`config.mk`:
```
export PLATFORM = sky130hd
export DESIGN_NAME = mdu_hilo_unit
export DESIGN_NICKNAME = d
export VERILOG_FILES = /design/src/rtl/mdu_pkg.sv /design/src/rtl/mdu_mul_engine.sv /design/src/rtl/mdu_div_engine.sv /design/src/rtl/mdu_hilo_unit.sv
export SDC_FILE = /design/constraint.sdc
export NUM_CORES = 1
export LEC_CHECK = 0
export BUFFER_PORTS_ARGS = -buffer_cell sky130_fd_sc_hd__buf_2
export CELL_PAD_IN_SITES_DETAIL_PLACEMENT = 1
export CELL_PAD_IN_SITES_GLOBAL_PLACEMENT = 2
export CORE_UTILIZATION = 42
export CTS_BUF_LIST = sky130_fd_sc_hd__clkbuf_16
export DETAILED_ROUTE_END_ITERATION = 12
export PLACE_DENSITY = 0.83
export SLEW_MARGIN = 20
export SYNTH_ARGS = -nofsm -noshare
export SYNTH_HDL_FRONTEND = slang
export SYNTH_SLANG_ARGS = --single-unit
```
`constraint.sdc`:
```
create_clock -name clk -period 6.82 [get_ports clk]
set_input_delay 0.341 -clock clk [delete_from_list [all_inputs] [get_ports clk]]
set_output_delay 0.341 -clock clk [all_outputs]
set_load 0.01 [all_outputs]
```
`src/rtl/mdu_pkg.sv`:
```
package mdu_pkg;

    typedef enum logic [1:0] {
        MD_IDLE = 2'd0,
        MD_RUN  = 2'd1,
        MD_FIX  = 2'd2
    } md_state_e;

    localparam logic [1:0] OP_MUL_S = 2'b00;
    localparam logic [1:0] OP_MUL_U = 2'b01;
    localparam logic [1:0] OP_DIV_S = 2'b10;
    localparam logic [1:0] OP_DIV_U = 2'b11;

endpackage

```
`src/rtl/mdu_mul_engine.sv`:
```
module mdu_mul_engine #(
    parameter int W = 32
) (
    input  logic             clk,
    input  logic             rst_n,
    input  logic             load_i,
    input  logic             step_i,
    input  logic [W-1:0]     mcand_i,
    input  logic [W-1:0]     mplier_i,
    output logic [2*W-1:0]   prod_o
);

    typedef struct packed {
        logic [W-1:0]   mcand;
        logic [2*W-1:0] acc;
    } mul_st_t;

    mul_st_t st_d, st_q;
    logic [W:0] part_sum;

    always_comb begin
        st_d     = st_q;
        part_sum = {1'b0, st_q.acc[2*W-1:W]};
        if (load_i) begin
            st_d.mcand = mcand_i;
            st_d.acc   = {{W{1'b0}}, mplier_i};
        end else if (step_i) begin
            if (st_q.acc[0]) begin
                part_sum = {1'b0, st_q.acc[2*W-1:W]} + {1'b0, st_q.mcand};
            end
            st_d.acc = {part_sum, st_q.acc[W-1:1]};
        end
    end

    always_ff @(posedge clk or negedge rst_n) begin
        if (!rst_n) begin
            st_q <= '0;
        end else begin
            st_q <= st_d;
        end
    end

    assign prod_o = st_q.acc;

endmodule

```
`src/rtl/mdu_div_engine.sv`:
```
module mdu_div_engine #(
    parameter int W = 32
) (
    input  logic         clk,
    input  logic         rst_n,
    input  logic         load_i,
    input  logic         step_i,
    input  logic [W-1:0] dividend_i,
    input  logic [W-1:0] divisor_i,
    output logic [W-1:0] quo_o,
    output logic [W-1:0] rem_o
);

    typedef struct packed {
        logic [W-1:0] dvs;
        logic [W-1:0] rem;
        logic [W-1:0] quo;
    } div_st_t;

    div_st_t st_d, st_q;
    logic [W:0] shifted;
    logic [W:0] trial;

    always_comb begin
        st_d    = st_q;
        shifted = {st_q.rem, st_q.quo[W-1]};
        trial   = shifted - {1'b0, st_q.dvs};
        if (load_i) begin
            st_d.dvs = divisor_i;
            st_d.rem = '0;
            st_d.quo = dividend_i;
        end else if (step_i) begin
            if (!trial[W]) begin
                st_d.rem = trial[W-1:0];
                st_d.quo = {st_q.quo[W-2:0], 1'b1};
            end else begin
                st_d.rem = shifted[W-1:0];
                st_d.quo = {st_q.quo[W-2:0], 1'b0};
            end
        end
    end

    always_ff @(posedge clk or negedge rst_n) begin
        if (!rst_n) begin
            st_q <= '0;
        end else begin
            st_q <= st_d;
        end
    end

    assign quo_o = st_q.quo;
    assign rem_o = st_q.rem;


    rem_below_divisor_chk: assert property (@(posedge clk) disable iff (!rst_n)
        (step_i && !load_i && st_q.dvs != '0) |=> (st_q.rem < st_q.dvs));

endmodule

```
`src/rtl/mdu_hilo_unit.sv`:
```
module mdu_hilo_unit
    import mdu_pkg::*;
#(
    parameter int W = 32
) (
    input  logic         clk,
    input  logic         rst_n,
    input  logic         start_i,
    input  logic [1:0]   op_i,
    input  logic [W-1:0] a_i,
    input  logic [W-1:0] b_i,
    input  logic         rd_req_i,
    input  logic         rd_sel_i,
    output logic [W-1:0] rd_data_o,
    output logic         rd_valid_o,
    output logic         stall_o,
    output logic         busy_o
);

    localparam int CW = (W > 2) ? $clog2(W) : 1;
    localparam int BW = $clog2(W + 2) + 1;
    localparam logic [CW-1:0] LAST_STEP = CW'(W - 1);

    typedef struct packed {
        md_state_e     state;
        logic [CW-1:0] cnt;
        logic          is_div;
        logic          neg_main;
        logic          neg_aux;
        logic          dvz;
        logic [W-1:0]  dividend;
        logic [W-1:0]  hi;
        logic [W-1:0]  lo;
    } ctl_st_t;

    ctl_st_t st_d, st_q;

    logic           accept;
    logic           signed_op;
    logic [W-1:0]   a_mag, b_mag;
    logic           run_step;
    logic [2*W-1:0] prod_raw, prod_fix;
    logic [W-1:0]   quo_raw, rem_raw;

    function automatic logic [W-1:0] magnitude(input logic [W-1:0] v, input logic sgn);
        return (sgn && v[W-1]) ? (~v + 1'b1) : v;
    endfunction

    assign accept    = start_i && (st_q.state == MD_IDLE);
    assign signed_op = !op_i[0];
    assign a_mag     = magnitude(a_i, signed_op);
    assign b_mag     = magnitude(b_i, signed_op);
    assign run_step  = (st_q.state == MD_RUN);

    mdu_mul_engine #(.W(W)) mul_i (
        .clk      (clk),
        .rst_n    (rst_n),
        .load_i   (accept && !op_i[1]),
        .step_i   (run_step && !st_q.is_div),
        .mcand_i  (a_mag),
        .mplier_i (b_mag),
        .prod_o   (prod_raw)
    );

    mdu_div_engine #(.W(W)) div_i (
        .clk        (clk),
        .rst_n      (rst_n),
        .load_i     (accept && op_i[1]),
        .step_i     (run_step && st_q.is_div),
        .dividend_i (a_mag),
        .divisor_i  (b_mag),
        .quo_o      (quo_raw),
        .rem_o      (rem_raw)
    );

    assign prod_fix = st_q.neg_main ? (~prod_raw + 1'b1) : prod_raw;

    always_comb begin
        st_d = st_q;
        unique case (st_q.state)
            MD_IDLE: begin
                if (start_i) begin
                    st_d.state    = MD_RUN;
                    st_d.cnt      = '0;
                    st_d.is_div   = op_i[1];
                    st_d.neg_main = signed_op && (a_i[W-1] ^ b_i[W-1]);
                    st_d.neg_aux  = signed_op && a_i[W-1];
                    st_d.dvz      = (b_i == '0);
                    st_d.dividend = a_i;
                end
            end
            MD_RUN: begin
                st_d.cnt = st_q.cnt + 1'b1;
                if (st_q.cnt == LAST_STEP) begin
                    st_d.state = MD_FIX;
                end
            end
            MD_FIX: begin
                st_d.state = MD_IDLE;
                if (st_q.is_div) begin
                    if (st_q.dvz) begin
                        st_d.lo = '1;
                        st_d.hi = st_q.dividend;
                    end else begin
                        st_d.lo = st_q.neg_main ? (~quo_raw + 1'b1) : quo_raw;
                        st_d.hi = st_q.neg_aux  ? (~rem_raw + 1'b1) : rem_raw;
                    end
                end else begin
                    st_d.hi = prod_fix[2*W-1:W];
                    st_d.lo = prod_fix[W-1:0];
                end
            end
            default: st_d.state = MD_IDLE;
        endcase
    end

    always_ff @(posedge clk or negedge rst_n) begin
        if (!rst_n) begin
            st_q       <= '0;
            st_q.state <= MD_IDLE;
        end else begin
            st_q <= st_d;
        end
    end

    assign busy_o     = (st_q.state != MD_IDLE);
    assign rd_valid_o = rd_req_i && !busy_o;
    assign stall_o    = rd_req_i && busy_o;
    assign rd_data_o  = rd_sel_i ? st_q.hi : st_q.lo;

    // Length of the current busy stretch, for the window check below.
    logic [BW-1:0] busy_run_q;
    always_ff @(posedge clk or negedge rst_n) begin
        if (!rst_n) begin
            busy_run_q <= '0;
        end else if (busy_o) begin
            busy_run_q <= busy_run_q + 1'b1;
        end else begin
            busy_run_q <= '0;
        end
    end


    start_sets_busy_chk: assert property (@(posedge clk) disable iff (!rst_n)
        (start_i && !busy_o) |=> busy_o);


    busy_window_chk: assert property (@(posedge clk) disable iff (!rst_n)
        busy_run_q <= BW'(W + 1));


    results_held_chk: assert property (@(posedge clk) disable iff (!rst_n)
        (st_q.state == MD_RUN) |=> ($stable(st_q.hi) && $stable(st_q.lo)));


    start_ignored_chk: assert property (@(posedge clk) disable iff (!rst_n)
        (busy_o && start_i && st_q.state == MD_RUN && st_q.cnt != LAST_STEP)
            |=> (st_q.state == MD_RUN && st_q.cnt == $past(st_q.cnt) + 1'b1));

endmodule

```
=== Yosys cells after proc, flatten, opt, wreduce, memory -nomap -nowiden ===
Cells that the tools add are included.
Widths: inputs -> output; s select.

* Flip-flop bits (word level): 299
* Bits of input ports: 71
* Output and inout port bits: 35
* Word-level logic and storage cells: 74

* Add/sub/neg operators: 8
* Equality and inequality tests: 5
* Muxes and demuxes: 18
* Bitwise logic cells: 6
* Reductions and logical operators: 23

{| class="wikitable"
|+ Operator list
! kind !! count
|-
| $mux 64 || 8
|-
| $mux 32 || 5
|-
| $add 32x1->32 const B || 4
|-
| $not 32->32 || 4
|-
| $add 64x1->64 const B || 1
|-
| $not 64->64 || 1
|-
| $mux 43 || 1
|-
| $add 32x32->33 || 1
|-
| $mux 33 || 1
|-
| $sub 33x32->33 || 1
|-
| $logic_not 32->1 || 1
|-
| $logic_and 1x1->1 || 10
|-
| $pmux 5 s2 || 1
|-
| $reduce_bool 2->1 || 4
|-
| $reduce_and 2->1 || 3
|-
| $add 5x1->5 const B || 1
|-
| $eq 5x5->1 const B || 1
|-
| $logic_not 1->1 || 4
|-
| $pmux 2 s2 || 1
|-
| $eq 2x1->1 const B || 1
|-
| $eq 2x2->1 const B || 1
|-
| $logic_not 2->1 || 1
|-
| $mux 2 || 1
|-
| $ne 2x1->1 const B || 1
|-
| other kinds (2) || 2
|}

=== Longest topological paths before layout ===
* Depth after elaboration: 5
* Gate-level depth with buffers: 14
* Depth with buffers taken out: 12

=== Modules after synthesis ===
A second synthesis with hierarchy kept.

* Cells, all modules: 2609
* Area total of the unflattened synthesis: 22575.4 um^2

{| class="wikitable"
|+ By module, submodules not included
! module !! times used !! cells an instance !! area an instance (um^2) !! seq. area each (um^2)
|-
| mdu_hilo_unit || 1 || 1166 || 9586.7 || 2677.6
|-
| mdu_div_engine || 1 || 758 || 6527.5 || 2402.3
|-
| mdu_mul_engine || 1 || 685 || 6461.2 || 2402.3
|}

=== Least setup slack after synthesis ===
Ideal clock, no wire load.

* Path type: reg2reg
* From: reg div_i.st_q, in the netlist div_i.quo_o[31]
* To: reg div_i.st_q, in the netlist div_i.rem_o[0]
* Data arrival time: 3.149 ns
* Setup slack: 3.588 ns
* Stages on the path, launching flop included: 14
* Buffers on the path: 1
* Cells stage by stage: dfrtp_1 inv_1 ha_1 fa_1 nor2b_1 o311a_1 nor2_1 o41ai_4 a21oi_1 o21a_1 o311ai_2 buf_4 mux2_2 o21ai_0

* Longest elaborated chain between the ends: 4

{| class="wikitable"
|+ Ends and longest elaborated chain
! item !! line !! text
|-
| from (decl) || mdu_div_engine.sv:20 || <nowiki>div_st_t st_d, st_q;</nowiki>
|-
| from (signal assigned) || mdu_div_engine.sv:47 || <nowiki>st_q <= st_d;</nowiki>
|-
| $sub 33x32->33 || mdu_div_engine.sv:27 || <nowiki>trial = shifted - {1'b0, st_q.dvs};</nowiki>
|-
| $mux 64 * || mdu_div_engine.sv:33 || <nowiki>if (!trial[W]) begin</nowiki>
|-
| $mux 64 * || mdu_div_engine.sv:32 || <nowiki>end else if (step_i) begin</nowiki>
|-
| $mux 64 * || mdu_div_engine.sv:28 || <nowiki>if (load_i) begin</nowiki>
|}

Every way passes the cells marked *; elsewhere a longest branch is shown, timed or not. The select of a mux whose other input is x is not followed.
A chain may end at the register's enable or synchronous reset.

=== Final worst setup path ===
Same ends and word-level chain as after synthesis.

==> metrics <==
Mapped Area 0.02026 mm²; r2r setup slk 2.53 ns; Register Area 0.007486 mm²; Pre-antenna DRT Iters 5; dominant cell type by area after synthesis dfrtp_1; area taken by multi-input logic gates 0.01197 mm²; initial antenna violation count 5; hold crit path type input port to flop; TNS Setup 0 ns; Max H-tree Level 2; final worst-path cycle share 0.6297; Top FF cell, synth dfrtp_1; Hold Path Depth 2; hpwl dp 56790 µm; most common cell after layout, fill and taps aside o21ai_0; worst vdd ir 0.0003426 V; worst hold slack 0.06420 ns; Hold Path End st_q[91]; post-cts hold buffer count 1; post_cts resized 0; clk sinks 299; worst slew pin tran 1.102 ns; number of fill cells in the layout 5623; Area Overhead vs Synth 10.04%; Mapped Avg Cell Area 8.729 µm²; vias in the first global route 18710; reg2reg path depth 13; YS warnings 0; cts bufs inserted 36; EDFF count, synth 0; Synth area leaders dfrtp_1, o21ai_0, xnor2_1, nand2_1, ha_1; critical path class flop to flop; crit path launch type flop; Final min period 4.295 ns; Power Dens Cells 571.8 mW/mm²; # setup viols final 0; Synth Net Count 2465; PortBufs 105; Worst setup EP type flop; WL final 75260 µm; Post-DRT Antenna Nets 0; synthesis-stage register bit count 299; vias per cell 6.166; full die area 0.04912 mm²; reg-to-reg critical path startpoint div_i.quo_o[31]; Clock Tree Root clkbuf_16; DRT iter0 DRCs 1490; gr usage total 0.3084; Max Root-Sink Buffers 3; fin nets 2489; share of the synthesized area in the top cell type 0.3693; DIE WIDTH 221.6 µm; RSZ-0062 raised after global routing no; global-route wire length before repair 116700 µm; min-delay src a_i[27]; TritonCTS clock tree built; Gate Count Post-Synth 2321; IO Count 106; Unique masters post-synth 80; Congestion Overflow GR 0; Residual DRC 0; leak pwr 9.380 nW; share of the yosys chip area belonging to registers 0.3693; Final GP Congestion 0.9225; most frequent cells in the layout o21ai_0, dfrtp_1, nand2_1; layout cells sized above 1 0.1195; Max Clk Rate 232.8 MHz; Routed wire per std cell 25.20 µm; fin. max-slew vios 0; clock latency at the later pin of the worst-skew pair 0.56 ns; r2r endpoint div_i.rem_o[0]; Worst EP arrival 4.76 ns; utilization after layout 0.4679; DIE HEIGHT 221.6 µm; # Post-CTS Setup Buffers 0; clock skew 0.01049 ns; initial core utilization 0.4252; slew margin rel. 0.2650; crit-path max FO 30; FP Rows 80; Clock Pin Slew Worst Setup and Hold Paths 0.06 ns; status finished, final reports clean; largest net degree at the start of global routing 170; core area 0.04765 mm²; number of maximum-capacitance violations 0; Hold Fails Final Rpt 0; ys async rst share 1.000; DR vias 18410; required time worst endpoint 7.29 ns
## Yosys cell counts, drive strengths merged, types with 26 or more instances
library cell  count
dfrtp           299
o41ai            26
xor2             81
inv              59
clkbuf          123
mux2             62
nor3             37
nand2           284
a21oi           117
nor2             83
xnor2           148
o22ai            32
mux2i            54
o21ai           342
nand3            72
a22oi            59
o31ai            52
or4              26
ha               71
## sequential cells by signal, indices dropped and copies added (netlist names)
register	cells
st_q	107
mul_i.prod_o	64
div_i.quo_o	32
div_i.rem_o	32
div_i.st_q	32
mul_i.st_q	32
## critical path: stages (launching register included)
cell and delay [ns]:
dfrtp_1 0.39, inv_1 0.07, ha_1 0.22, fa_1 0.42
nor2b_1 0.18, o311a_1 0.21, nor2_1 0.12, o41ai_4 0.44
a21oi_1 0.27, o21a_1 0.30, o311ai_4 0.50, buf_4 0.50
mux2_2 0.39, o21ai_0 0.17
## routing by layer
metal | wire, µm | up-vias | track usage
li1 | - | 8437 | -
met5 | 32 | - | 0
met4 | 2187 | 4 | 0.09095
met3 | 4312 | 112 | 0.04373
met1 | 34680 | 9368 | 0.4399
met2 | 34050 | 491 | 0.4842
## power by group
group / internal (mW) / switching (mW)
sequential: 2.48 / 1.02
clock: 1.13 / 0.808
combinational: 2.87 / 4.44
## cell families after synthesis
group / after synthesis / synth area share
adder cells (fa/ha/maj): 73 / 0.04583
AND/OR/NAND/NOR: 648 / 0.1530
AO/OA/AOI/OAI: 757 / 0.2292
buffers and inverters: 199 / 0.04249
XOR/XNOR: 229 / 0.09900
flip-flops: 299 / 0.3693
multiplexers: 116 / 0.06114
## worst max-delay path by stage
stage / startpoint / cells after the start / slack [ns] / end
4_1_cts: div_i.quo_o[31] / 13 / 2.54 / div_i.rem_o[0]
3_5_place_dp: div_i.quo_o[31] / 13 / 2.55 / div_i.rem_o[0]
5_1_grt: div_i.quo_o[31] / 13 / 2.25 / div_i.rem_o[0]
2_1_floorplan: div_i.quo_o[31] / 13 / 3.59 / div_i.rem_o[0]
6_report: div_i.quo_o[31] / 13 / 2.53 / div_i.rem_o[0]
3_3_place_gp: div_i.quo_o[31] / 13 / 2.71 / div_i.rem_o[0]
## through the flow
| stage | cell area [µm²] | instances | worst slack [ns] | total power, mW |
|---|---|---|---|---|
| 2_1_floorplan | 20260 | 2321 | 3.588 | 8.404 |
| 3_3_place_gp | 21130 | 2920 | 2.709 | 10.47 |
| 3_5_place_dp | 21130 | 2920 | 2.554 | 10.70 |
| 4_1_cts | 22280 | 2983 | 2.543 | 12.70 |
| 5_1_grt | 22290 | 2984 | 2.250 | 13.64 |
| 6_report | 22290 | 2986 | 2.525 | 12.75 |
## cell type report
| class | instances | share of cell area |
|---|---|---|
| Clock buffer | 37 | 0.04153 |
| Multi-Input combinational cell | 1823 | 0.5367 |
| Sequential cell | 299 | 0.3358 |
| Inverter | 59 | 0.009934 |
| Clock inverter | 25 | 0.009317 |
| Tap cell | 615 | 0.03452 |
| Antenna cell | 2 | 0.0002245 |
| Timing Repair Buffer | 126 | 0.03194 |
No activity file was read; power rests on OpenSTA's default activity.
